## config.mk

```make
export PLATFORM = sky130hd
export DESIGN_NAME = ds3_oh_alarm_mon
export DESIGN_NICKNAME = d
export VERILOG_FILES = /design/src/rtl/ds3_oh_alarm_mon.sv
export SDC_FILE = /design/constraint.sdc
export NUM_CORES = 1
export LEC_CHECK = 0
export BUFFER_PORTS_ARGS = -buffer_cell sky130_fd_sc_hd__clkbuf_2
export CAP_MARGIN = 20
export CORE_UTILIZATION = 50
export CTS_CLUSTER_SIZE = 16
export DETAILED_ROUTE_END_ITERATION = 10
export GPL_ROUTABILITY_DRIVEN = 1
export HOLD_SLACK_MARGIN = 0.1
export PLACE_DENSITY_LB_ADDON = 0.15
export REMOVE_ABC_BUFFERS = 1
export SLEW_MARGIN = 5
export SYNTH_ARGS = -nofsm -noshare
export SYNTH_HDL_FRONTEND = slang
export SYNTH_SLANG_ARGS = --single-unit
```

## constraint.sdc

```tcl
create_clock -name clk -period 1.4 [get_ports clk]
set_input_delay 0.14 -clock clk [delete_from_list [all_inputs] [get_ports clk]]
set_output_delay 0.14 -clock clk [all_outputs]
set_load 0.02 [all_outputs]
```

## src/rtl/ds3_oh_alarm_mon.sv

```systemverilog
module ds3_oh_alarm_mon #(
  parameter int                ADDR_W    = 8,
  parameter int                CNT_W     = 16,
  parameter logic [ADDR_W-1:0] A_STATUS  = 'h11,
  parameter logic [ADDR_W-1:0] A_INTR    = 'h13,
  parameter logic [ADDR_W-1:0] A_CNT_HI  = 'h58,
  parameter logic [ADDR_W-1:0] A_CNT_LO  = 'h59
) (
  input  logic              clk,
  input  logic              rst_n,
  input  logic              frame_done,
  input  logic [1:0]        x_bits,
  input  logic [2:0]        febe_bits,
  input  logic              aic_bit,
  input  logic              cperr_evt,
  input  logic              los_evt,
  input  logic              ais_evt,
  input  logic              idle_evt,
  input  logic              oof_evt,
  input  logic              perr_evt,
  input  logic              rd_en,
  input  logic [ADDR_W-1:0] rd_addr,
  output logic [7:0]        rd_data,
  output logic              irq
);
  localparam int HALF_W = CNT_W / 2;
  localparam logic [CNT_W-1:0] CNT_MAX = '1;

  logic             yel_q, aic_q, cp_q;
  logic [2:0]       febe_q;
  logic [CNT_W-1:0] cnt_q;
  logic [HALF_W-1:0] lo_snap_q;
  logic [6:0]       rur_q;
  logic             yel_nxt;
  logic [6:0]       set_v;
  logic [7:0]       rd_mux;

  always_comb begin
    yel_nxt = yel_q;
    if (frame_done && x_bits == 2'b00) yel_nxt = 1'b1;
    if (frame_done && x_bits == 2'b11) yel_nxt = 1'b0;
  end

  wire yel_chg  = frame_done && (yel_nxt != yel_q);
  wire aic_chg  = frame_done && (aic_bit != aic_q);
  wire febe_err = frame_done && (febe_bits != 3'b111);
  wire rd_intr  = rd_en && (rd_addr == A_INTR);
  wire rd_hi    = rd_en && (rd_addr == A_CNT_HI);

  assign set_v = {los_evt, ais_evt, idle_evt, yel_chg, aic_chg, oof_evt, perr_evt};
  assign irq   = cp_q | (|rur_q);

  always_comb begin
    case (rd_addr)
      A_STATUS: rd_mux = {3'b000, yel_q, aic_q, febe_q};
      A_INTR:   rd_mux = {cp_q, rur_q};
      A_CNT_HI: rd_mux = cnt_q[CNT_W-1 -: 8];
      A_CNT_LO: rd_mux = lo_snap_q[7:0];
      default:  rd_mux = 8'h00;
    endcase
  end

  always_ff @(posedge clk) begin
    if (!rst_n) begin
      yel_q     <= 1'b0;
      aic_q     <= 1'b0;
      febe_q    <= 3'b000;
      cnt_q     <= '0;
      lo_snap_q <= '0;
      rur_q     <= '0;
      cp_q      <= 1'b0;
      rd_data   <= 8'h00;
    end else begin
      if (frame_done) begin
        yel_q  <= yel_nxt;
        aic_q  <= aic_bit;
        febe_q <= febe_bits;
      end
      if (febe_err && cnt_q != CNT_MAX) cnt_q <= cnt_q + 1'b1;
      if (rd_hi) lo_snap_q <= cnt_q[HALF_W-1:0];
      rur_q <= (rd_intr ? 7'd0 : rur_q) | set_v;
      cp_q  <= cperr_evt;
      if (rd_en) rd_data <= rd_mux;
    end
  end
endmodule

```

* Yosys cells after proc, flatten, opt, wreduce, memory -nomap -nowiden
Index checks and enable logic that the tools add are counted.
Widths: inputs -> output; s select.
** Cells by class
- Equality and inequality tests :: 9
- Mux-type cells :: 4
- Reductions and logical operators :: 10
- Bitwise logic cells :: 2
- Add/sub/neg operators :: 1
** Operator list (count)
- $pmux 8 s4 :: 1
- $add 16x1->16 const B :: 1
- $eq 8x5->1 const B :: 2
- $eq 8x7->1 const B :: 2
- $ne 16x16->1 const B :: 1
- $logic_and 1x1->1 :: 8
- $mux 7 :: 1
- $or 7x7->7 :: 1
- $reduce_or 7->1 :: 1
- $ne 3x3->1 const B :: 1
- $eq 2x2->1 const B :: 1
- $logic_not 2->1 :: 1
- $mux 1 :: 2
- $ne 1x1->1 :: 2
- $or 1x1->1 :: 1
** Word-level totals
- Word-level logic and storage cells :: 34
- Output and inout port bits :: 9
- Flip-flop bits (word level) :: 45

* Depth between registers and ports, before layout
Gate-level depths: netlist (run 1).
- Word-level depth :: 7
- Depth in mapped cells :: 6
- Mapped depth without buffers :: 5

* Least setup slack after synthesis (run 1)
OpenSTA, ideal clock, no wires.
- Path kind :: register to register
- Start point :: reg cnt_q[0]
- End point :: reg cnt_q[8]
- Required time :: 1285 ps
- Path slack :: -202 ps
- Setup time :: 115 ps
- Arrival :: 1487 ps
- Stages on the path, launching flop included :: 7
- Path buffers :: 1
- Path through :: dfxtp_1 > ha_1 > nand4_1 > nor4_4 > buf_6 > nor4_1 > o21a_1
** Between the ends
- Word-level cells in the longest chain between the ends :: 2
- Elaborated cells on any way between the ends :: 3
** RTL lines
- start, declared :: RTL line 31 : logic [CNT_W-1:0] cnt_q;
- start signal, assigned :: RTL line 79 : if (febe_err && cnt_q != CNT_MAX) cnt_q <= cnt_q + 1'b1;
- branches (longest 2 deep; another with $add 16x1->16)
Parallel ways; which one is timed is not known.
A chain may end at the register's enable or synchronous reset.

* Worst setup path after layout (run 1)
- Start point :: reg cnt_q[1]
- End point :: reg cnt_q[8]
Same word-level chain as after synthesis.

==> results of run 1 <==
worst paths after layout:
check,from,cells after the start,slack (ns),endpoint
setup / recovery,cnt_q[1]$_SDFFE_PN0P_,7,-0.21,cnt_q[8]$_SDFFE_PN0P_
hold reg to reg,rd_data[0]$_SDFFE_PN0P_,1,0.48,rd_data[0]$_SDFFE_PN0P_
setup reg to reg,cnt_q[1]$_SDFFE_PN0P_,7,-0.21,cnt_q[8]$_SDFFE_PN0P_
hold / removal,febe_bits[2],3,0.10,febe_q[2]$_SDFFE_PN0P_
placed cells by master (no fill, tap or decap), drive strengths merged, types with 6 or more instances in the layout:
cell and count:
a21oi 22, a22o 14, and3 9, buf 55, clkbuf 38, dfxtp 45, dlygate4sd3 6, mux2i 14
nand2 15, nand3 9, nand4 6, nor2 23, o21ai 12, o31ai 6
flip-flops by register name, indices dropped and copies added (netlist names):
register / count
aic_q: 1
cnt_q: 16
cp_q: 1
febe_q: 3
lo_snap_q: 8
rd_data: 8
rur_q: 7
yel_q: 1
power breakdown:
part	total [mW]	internal (mW)	switching [mW]	leakage, nW
Clock	0.893	0.447	0.446	0.0542
Sequential	1.34	1.31	0.0318	0.368
Combinational	0.231	0.109	0.122	0.885
Total	2.47	1.87	0.601	1.31
worst max-delay path, delay by kind of cell, from the launching register on:
kind,cells,cell delay (ns)
simple gates,3,0.53
compound gates,1,0.18
buf+inv,2,0.30
flops,1,0.36
fa+ha+maj,1,0.14
layout make-up:
class | instances | area share (%)
tap | 50 | 2.10
inverter | 3 | 0.378
clock inverter | 1 | 0.168
clock buffer | 7 | 3.23
timing repair buffer | 92 | 21.1
multi-input combinational | 177 | 42.5
sequential | 45 | 30.5
cells by family (layout without fill, tap and decap cells):
logic type | after synthesis | count (layout) | synth area share (%)
xor gates and xnor gates | 1 | 1 | 0.411
AOI/OAI and AO/OA | 69 | 69 | 21.8
muxes | 14 | 14 | 6.57
adders and majority gates | 1 | 1 | 0.586
DFF | 45 | 45 | 42.2
buffers and inverters | 13 | 103 | 2.87
and+or+nand+nor | 92 | 92 | 25.6
stage by stage:
step / cells / power, mW / hold WS (ns) / util, % / setup WS [ns]
global placement: 354 / 1.57 / 0.345 / 65.5 / -0.167
CTS: 372 / 2.46 / 0.101 / 71.4 / -0.208
finish: 375 / 2.47 / 0.102 / 73.4 / -0.213
global route: 375 / 2.55 / 0.115 / 73.4 / -0.302
floorplan: 225 / 1.45 / 0.257 / - / -0.353
detailed placement: 354 / 1.57 / 0.357 / 65.5 / -0.218
repair_timing:
action / in CTS / in global routing
buffers inserted: 6 / 4
endpoints found under the hold margin: 6 / 0
hold buffers: 6 / 0
gates cloned: 0 / 0
gates resized for setup: 14 / 17
pin swaps: 12 / 16
endpoints found under the setup margin: 17 / 17
layer usage:
layer | vias up | part of all wire (%) | GRT usage (%)
met4 | 0 | 2.0 | 9.84
met2 | 52 | 49 | 47.3
met3 | 13 | 4.1 | 5.24
met5 | - | 0 | 0
met1 | 1021 | 45 | 32.4
li1 | 1083 | - | -
==> flow_summary.ini, run 1 <==
[placed_design]
globalplace.congestion = 0.815
portBuffers = 32
hpwlAfterDp_um = 4070
place_area_sq_mm = 0.00266

[grt]
antenna_found_initial = 0
overflow = 0
grt_max_degree = 25
grt_pass1_wl_um = 9010
first_global_vias = 1954
grtUsageTotal_pct = 27.0

[clock_tree]
path_clk_slew_ns = 0.08
cts_num_sinks = 45
cts_max_level = 2
numCtsBuffers = 5
root_buffer = clkbuf_8
cts_tree = done
clk_latency_ns = 0.30
cts.path.max_buffers = 2

[die]
die-height_um = 67.3
pin_count = 33
die_area_sq_mm = 0.00453
num_rows = 23
die_x_um = 67.3
core-area_sq_mm = 0.00406
initial_utilization_pct = 52.6

[drt]
post_drt_wl_per_cell_um = 15.4
num_vias = 2169
drc_errors = 0
viasPerCell = 5.78
routed_wl_um = 5790
dr.pass1.iters = 4
drt_iter0_markers = 157
ant_nets = 0

[worst_setup_path]
crit_type = reg -> reg
crit_path_max_fanout = 5
arrival_ns = 1.81
worst_path_max_delay_cell = dfxtp_2
cp_cell_sequence = ha_4, nand4_1, nor4_4, buf_4, buf_4, nor4_1, o21a_1
cp.required_ns = 1.59
cp_slowest_stage_delay_ns = 0.36
end_kind = flop
crit_top_cell = buf_4
start_kind = flop

[yosys]
async_flop_share_pct = 0
avgSynthCellArea_sq_um = 9.08
yosysMostFrequentCell = dfxtp_1
yosys.area.top_type = dfxtp_1
synth_area_leaders = dfxtp_1 (42%), mux2i_1 (6.6%), a22o_1 (5.7%)
synth_top_area_share_pct = 42.2
netlist_instances = 235
seq_area_frac_synth_pct = 42.2
synth_edf_count = 0
synth_flop_cell = dfxtp_1
synth-seq-cells = 45
synth_cell_type_count = 45
yosysWarningCount = 0
synthTopCellsByCount = dfxtp_1 (45), nor2_1 (23), a21oi_1 (22)
synth_area_sq_mm = 0.00213

[final_layout]
fin_nets = 349
drive_gt1_share_pct = 37.5
synthToLayoutAreaGrowth_pct = 39.6
finalInstanceArea_sq_mm = 0.00298
multi_input_area_sq_mm = 0.00127
register_area_sq_um = 908
n_antenna_cell = 0
nFillCells = 319

[power]
peakVddDrop_uv = 571
power_density_mw_per_mm2 = 828
leakagePower_nw = 1.31

[run_status]
violations = setup timing
outcome = complete, but fails checks

[sta]
setup_viol = 15
skew_ns = 0.00901
max_slew_margin_pct = 66.1
max_slew.worst_pin.slew_ns = 0.506
slew_violations = 0
worst_slack_ns = -0.213
setup_tns_ns = -1.89
max_freq_ghz = 0.620
period_share_pct = 115
fin_crit_ns = 1.61
hold_viol = 0
rsz0062_at_grt = true

[run]
maxCapViolCount = 0

[worst_hold_path]
min_path_type = in -> reg
Power figures use the tool's default switching activity.
==> run 2, diff against run 1 <==
- CORE_MARGIN: default -> 3
==> run 2 against run 1 <==
Against the previous run: wire length is 2.0% higher; global-route usage is 2.8 points lower; the flow still finishes with violations (setup timing); highest routed layer unchanged; maximum frequency is 1.2% higher; flip-flop and latch count unchanged; clock power down 1%; critical path type unchanged; combinational power increased by 4%; setup slack improved by 0.020 ns; register-to-register slack better by 0.02 ns; critical path depth down 1.
==> flow_summary.ini, run 2 (synthesized netlist as in run 1, its figures left out) <==
[run_status]
outcome = complete, but fails checks
violations = setup timing

[grt]
grtUsageTotal_pct = 24.2
overflow = 0
grt_pass1_wl_um = 9830
antenna_found_initial = 0
grt_max_degree = 25
first_global_vias = 2101

[worst_setup_path]
arrival_ns = 1.83
rr_worst_depth = 6
end_kind = flop
cp_slowest_stage_delay_ns = 0.48
cp_cell_sequence = ha_4, nand4_1, nor4_4, buf_4, or4_4, a21oi_2
critPathBufInv = 1
crit_path_max_fanout = 4
crit_cells = 6
regToRegStartpoint = cnt_q[0]$_SDFFE_PN0P_
crit_type = reg -> reg
cp.required_ns = 1.63
startpoint = cnt_q[0]$_SDFFE_PN0P_
start_kind = flop
crit_family = simple AND/OR/NAND/NOR gates
worst_path_max_delay_cell = or4_4

[drt]
routed_wl_um = 5910
dr.pass1.iters = 4
post_drt_wl_per_cell_um = 15.8
drt_iter0_markers = 145
ant_nets = 0
num_vias = 2168
drc_errors = 0
viasPerCell = 5.80

[run]
maxCapViolCount = 0

[die]
num_rows = 23
die_area_sq_mm = 0.00509
die-height_um = 71.3
pin_count = 33
initial_utilization_pct = 52.6
core-area_sq_mm = 0.00406
die_x_um = 71.3

[final_layout]
regMostFlops = cnt_q
finalInstanceArea_sq_mm = 0.00297
fin_nets = 348
layout.cells.most_common_list = buf_4 (50), dfxtp_1 (33), clkbuf_2 (31)
n_antenna_cell = 0
largestRegisters = cnt_q: 16 flops, lo_snap_q: 8 flops, rd_data: 8 flops
largest_register_ffs = 16
final_util_pct = 73.3
final_common_cell = buf_4
synthToLayoutAreaGrowth_pct = 39.4
drive_gt1_share_pct = 38.3

[sta]
max_slew.worst_pin.slew_ns = 0.478
rsz0062_at_grt = true
setup_viol = 13
period_share_pct = 114
skew_ns = 0.00803
fin_crit_ns = 1.59
worst_slack_ns = -0.193
slew_violations = 0
max_freq_ghz = 0.628
max_slew_margin_pct = 68.0
hold_viol = 0

[clock_tree]
cts_tree = done
path_clk_slew_ns = 0.09
cts_max_level = 2
cts.path.max_buffers = 2
root_buffer = clkbuf_8
numCtsBuffers = 5
clk_latency_ns = 0.30
cts_num_sinks = 45

[power]
leakagePower_nw = 1.30
power_density_mw_per_mm2 = 827
peakVddDrop_uv = 415

[placed_design]
globalplace.congestion = 0.836
place_area_sq_mm = 0.00266
portBuffers = 32
hpwlAfterDp_um = 4030

[worst_hold_path]
min_path_type = in -> reg
hold_start = aic_bit
worstHoldPathCells = 3
-- run 2: cell types whose count changed in the layout (fill, tap and decap cells not counted), moves of 2 or more --
cell | previous run | this run
dfxtp_1 | 39 | 33
dfxtp_2 | 6 | 11
o21ai_0 | 10 | 8
dlygate4sd3_1 | 6 | 9
buf_4 | 53 | 50
-- run 2: path summary, 6_finish.rpt --
path                                                 to  slack (ns)
worst max-delay path              cnt_q[6]$_SDFFE_PN0P_       -0.19
worst min-delay path                 aic_q$_SDFFE_PN0P_        0.15
worst max register to register    cnt_q[6]$_SDFFE_PN0P_       -0.19
worst min register to register  rd_data[7]$_SDFFE_PN0P_        0.48
-- run 2: area by class of cell --
| cell class | count | area (sq um) |
|---|---|---|
| Fill cell | 316 | 1080 |
| Sequential cell | 45 | 918 |
| Clock buffer | 7 | 96.3 |
| Tap cell | 50 | 62.6 |
| Multi-Input combinational cell | 177 | 1250 |
| Timing Repair Buffer | 91 | 626 |
| Clock inverter | 1 | 5.00 |
| Inverter | 3 | 11.3 |
-- run 2: tightest hold or removal path, cell delays in order --
cell and delay [ns]:
clkbuf_2 0.10, mux2i_1 0.08, nor2_1 0.09
-- run 2: stage by stage --
step,std cells,setup TNS (ns),total power [mW],hold WS [ns],setup slack (ns)
after floorplan,225,-5.50,1.45,0.257,-0.353
after global placement,354,-1.83,1.56,0.344,-0.182
after detailed placement,354,-2.66,1.57,0.352,-0.227
after CTS,374,-1.84,2.47,0.160,-0.176
after global routing,374,-2.92,2.55,0.176,-0.252
final,374,-1.79,2.46,0.150,-0.193
-- run 2: per-layer routing --
metal / share of wire, % / vias to the layer above / track usage, % / wire (um)
li1: - / 1077 / - / -
met1: 42 / 993 / 29.9 / 2470
met2: 49 / 81 / 40.4 / 2890
met3: 6.2 / 17 / 4.21 / 365
met4: 3.0 / 0 / 12.3 / 179
met5: 0 / - / 0 / 0
-- run 2: repair_timing --
item                       in CTS  in global routing
resized for setup              16                 22
setup buffers                   4                  0
setup endpoints to repair      14                 17
pin swaps                      14                  9
hold endpoints to repair        9                  0
cloned                          0                  0
hold buffers                    9                  0
-- run 2: power breakdown --
group	leakage [nW]	switching, mW	internal [mW]
logic	0.878	0.127	0.115
registers	0.372	0.0301	1.31
clock network	0.0542	0.435	0.446
total	1.30	0.592	1.87
==> run 3, diff against run 2 <==
==> constraint.sdc (replaced) <==
create_clock -name clk -period 1.4 [get_ports clk]
set_input_delay 0.28 -clock clk [delete_from_list [all_inputs] [get_ports clk]]
set_output_delay 0.28 -clock clk [all_outputs]
set_load 0.02 [all_outputs]
==> run 3 against run 2 <==
Against the previous run: non-clock buffer count rose by 2; setup slack gained 0.038 ns; the flow still finishes with violations (setup timing); count of clock-buffer cells in the layout unchanged.
==> flow_summary.ini, run 3 (synthesized netlist as in run 1, its figures left out) <==
[drt]
wl_met2_um = 3030
drt_iter0_markers = 122
ant_nets = 0
post_drt_wl_per_cell_um = 15.7
dr.pass1.iters = 4
wl_met3_um = 264
viasPerCell = 5.80
top_layer_used = met4
num_vias = 2179
drc_errors = 0
routed_wl_um = 5900
m1WireLength_um = 2540

[clock_tree]
cts_tree = done
clk_latency_ns = 0.30
cts.path.max_buffers = 2
root_buffer = clkbuf_8
path_clk_slew_ns = 0.09
numCtsBuffers = 5
cts_num_sinks = 45
cts_max_level = 2

[die]
pin_count = 33
die_x_um = 71.3
num_rows = 23
die_area_sq_mm = 0.00509
initial_utilization_pct = 52.6
die-height_um = 71.3
core-area_sq_mm = 0.00406

[power]
power_density_mw_per_mm2 = 806
leakagePower_nw = 1.35
peakVddDrop_uv = 591

[worst_setup_path]
arrival_ns = 1.76
crit_type = reg -> reg
worst_path_max_delay_cell = dfxtp_2
crit_family = compound AO/OA/AOI/OAI gates
critPathBufInv = 0
crit_end = cnt_q[8]$_SDFFE_PN0P_
start_kind = flop
startpoint = cnt_q[0]$_SDFFE_PN0P_
regToRegStartpoint = cnt_q[0]$_SDFFE_PN0P_
crit_cells = 5
end_kind = flop
worstReg2RegEnd = cnt_q[8]$_SDFFE_PN0P_
cp_slowest_stage_delay_ns = 0.36
cp.required_ns = 1.60
cp_cell_sequence = ha_4, and4_4, nand4_1, o31a_1, o21a_1
rr_worst_depth = 5
crit_path_max_fanout = 4
reg2reg_setup_slack_ns = -0.15

[final_layout]
n_antenna_cell = 0
synthToLayoutAreaGrowth_pct = 43.9
fin_nets = 350
layout.cells.most_common_list = buf_4 (56), dfxtp_1 (31), clkbuf_2 (31)
finalInstanceArea_sq_mm = 0.00307
regMostFlops = cnt_q
final_common_cell = buf_4
largest_register_ffs = 16
largestRegisters = cnt_q: 16 flops, lo_snap_q: 8 flops, rd_data: 8 flops
drive_gt1_share_pct = 43.3
final_util_pct = 75.7

[run_status]
outcome = complete, but fails checks
violations = setup timing

[sta]
max_slew_margin_pct = 63.4
hold_viol = 0
fin_crit_ns = 1.55
period_share_pct = 111
rsz0062_at_grt = true
skew_ns = 0.00681
setup_tns_ns = -1.38
max_freq_ghz = 0.643
worst_slack_ns = -0.155
max_slew.worst_pin.slew_ns = 0.548
setup_viol = 14
slew_violations = 0

[run]
maxCapViolCount = 0

[placed_design]
globalplace.congestion = 0.808
portBuffers = 32
hpwlAfterDp_um = 4040
dp_slack_ns = -0.216
place_area_sq_mm = 0.00270

[worst_hold_path]
min_path_type = in -> reg

[grt]
grtUsageTotal_pct = 23.3
antenna_found_initial = 0
grt_max_degree = 25
first_global_vias = 2000
overflow = 0
grt_pass1_wl_um = 9440
run 3: cell count changes in the layout (fill, tap and decap cells not counted), sizes merged:
cell | previous run | this run
dlygate4sd3 | 9 | 0
clkbuf | 38 | 39
buf | 51 | 61
run 3: how the worst min path moves through the flow:
stage	from	to	depth (start not counted)
after floorplan	perr_evt	rur_q[0]$_SDFF_PN0_	2
after global placement	rd_data[0]$_SDFFE_PN0P_	rd_data[0]$_SDFFE_PN0P_	1
after detailed placement	rd_data[5]$_SDFFE_PN0P_	rd_data[5]$_SDFFE_PN0P_	1
after CTS	cperr_evt	cp_q$_SDFF_PN0_	2
after global routing	ais_evt	rur_q[5]$_SDFF_PN0_	3
final	cperr_evt	cp_q$_SDFF_PN0_	2
run 3: what timing repair did:
| item | 4_1_cts | 5_1_grt |
|---|---|---|
| cloned | 1 | 0 |
| hold buffers | 0 | 0 |
| setup endpoints to repair | 16 | 17 |
| setup buffers | 4 | 4 |
| gates resized for setup | 22 | 34 |
| pin swaps | 10 | 11 |
| hold endpoints to repair | 0 | 0 |
run 3: cell type report:
type,instances,area (sq um)
Multi-Input combinational cell,177,1330
Tap cell,50,62.6
Clock inverter,1,5.00
Sequential cell,45,921
Inverter,3,11.3
Clock buffer,7,96.3
Fill cell,308,987
Timing Repair Buffer,93,646
run 3: where the power goes:
part           internal [mW]  switching [mW]
Combinational          0.114           0.128
Sequential              1.31          0.0310
Clock                  0.447           0.446
run 3: per-stage QoR:
step | hold slack (ns) | power (mW) | instances
2_1_floorplan | 0.397 | 1.45 | 225
3_3_place_gp | 0.462 | 1.58 | 360
3_5_place_dp | 0.467 | 1.58 | 360
4_1_cts | 0.177 | 2.47 | 373
5_1_grt | 0.185 | 2.56 | 376
6_report | 0.178 | 2.47 | 376
run 3: metal layers:
metal	GRT usage (%)	up-vias
li1	-	1085
met1	28.6	1031
met2	40.7	56
met3	5.19	7
met4	6.89	0
met5	0	-
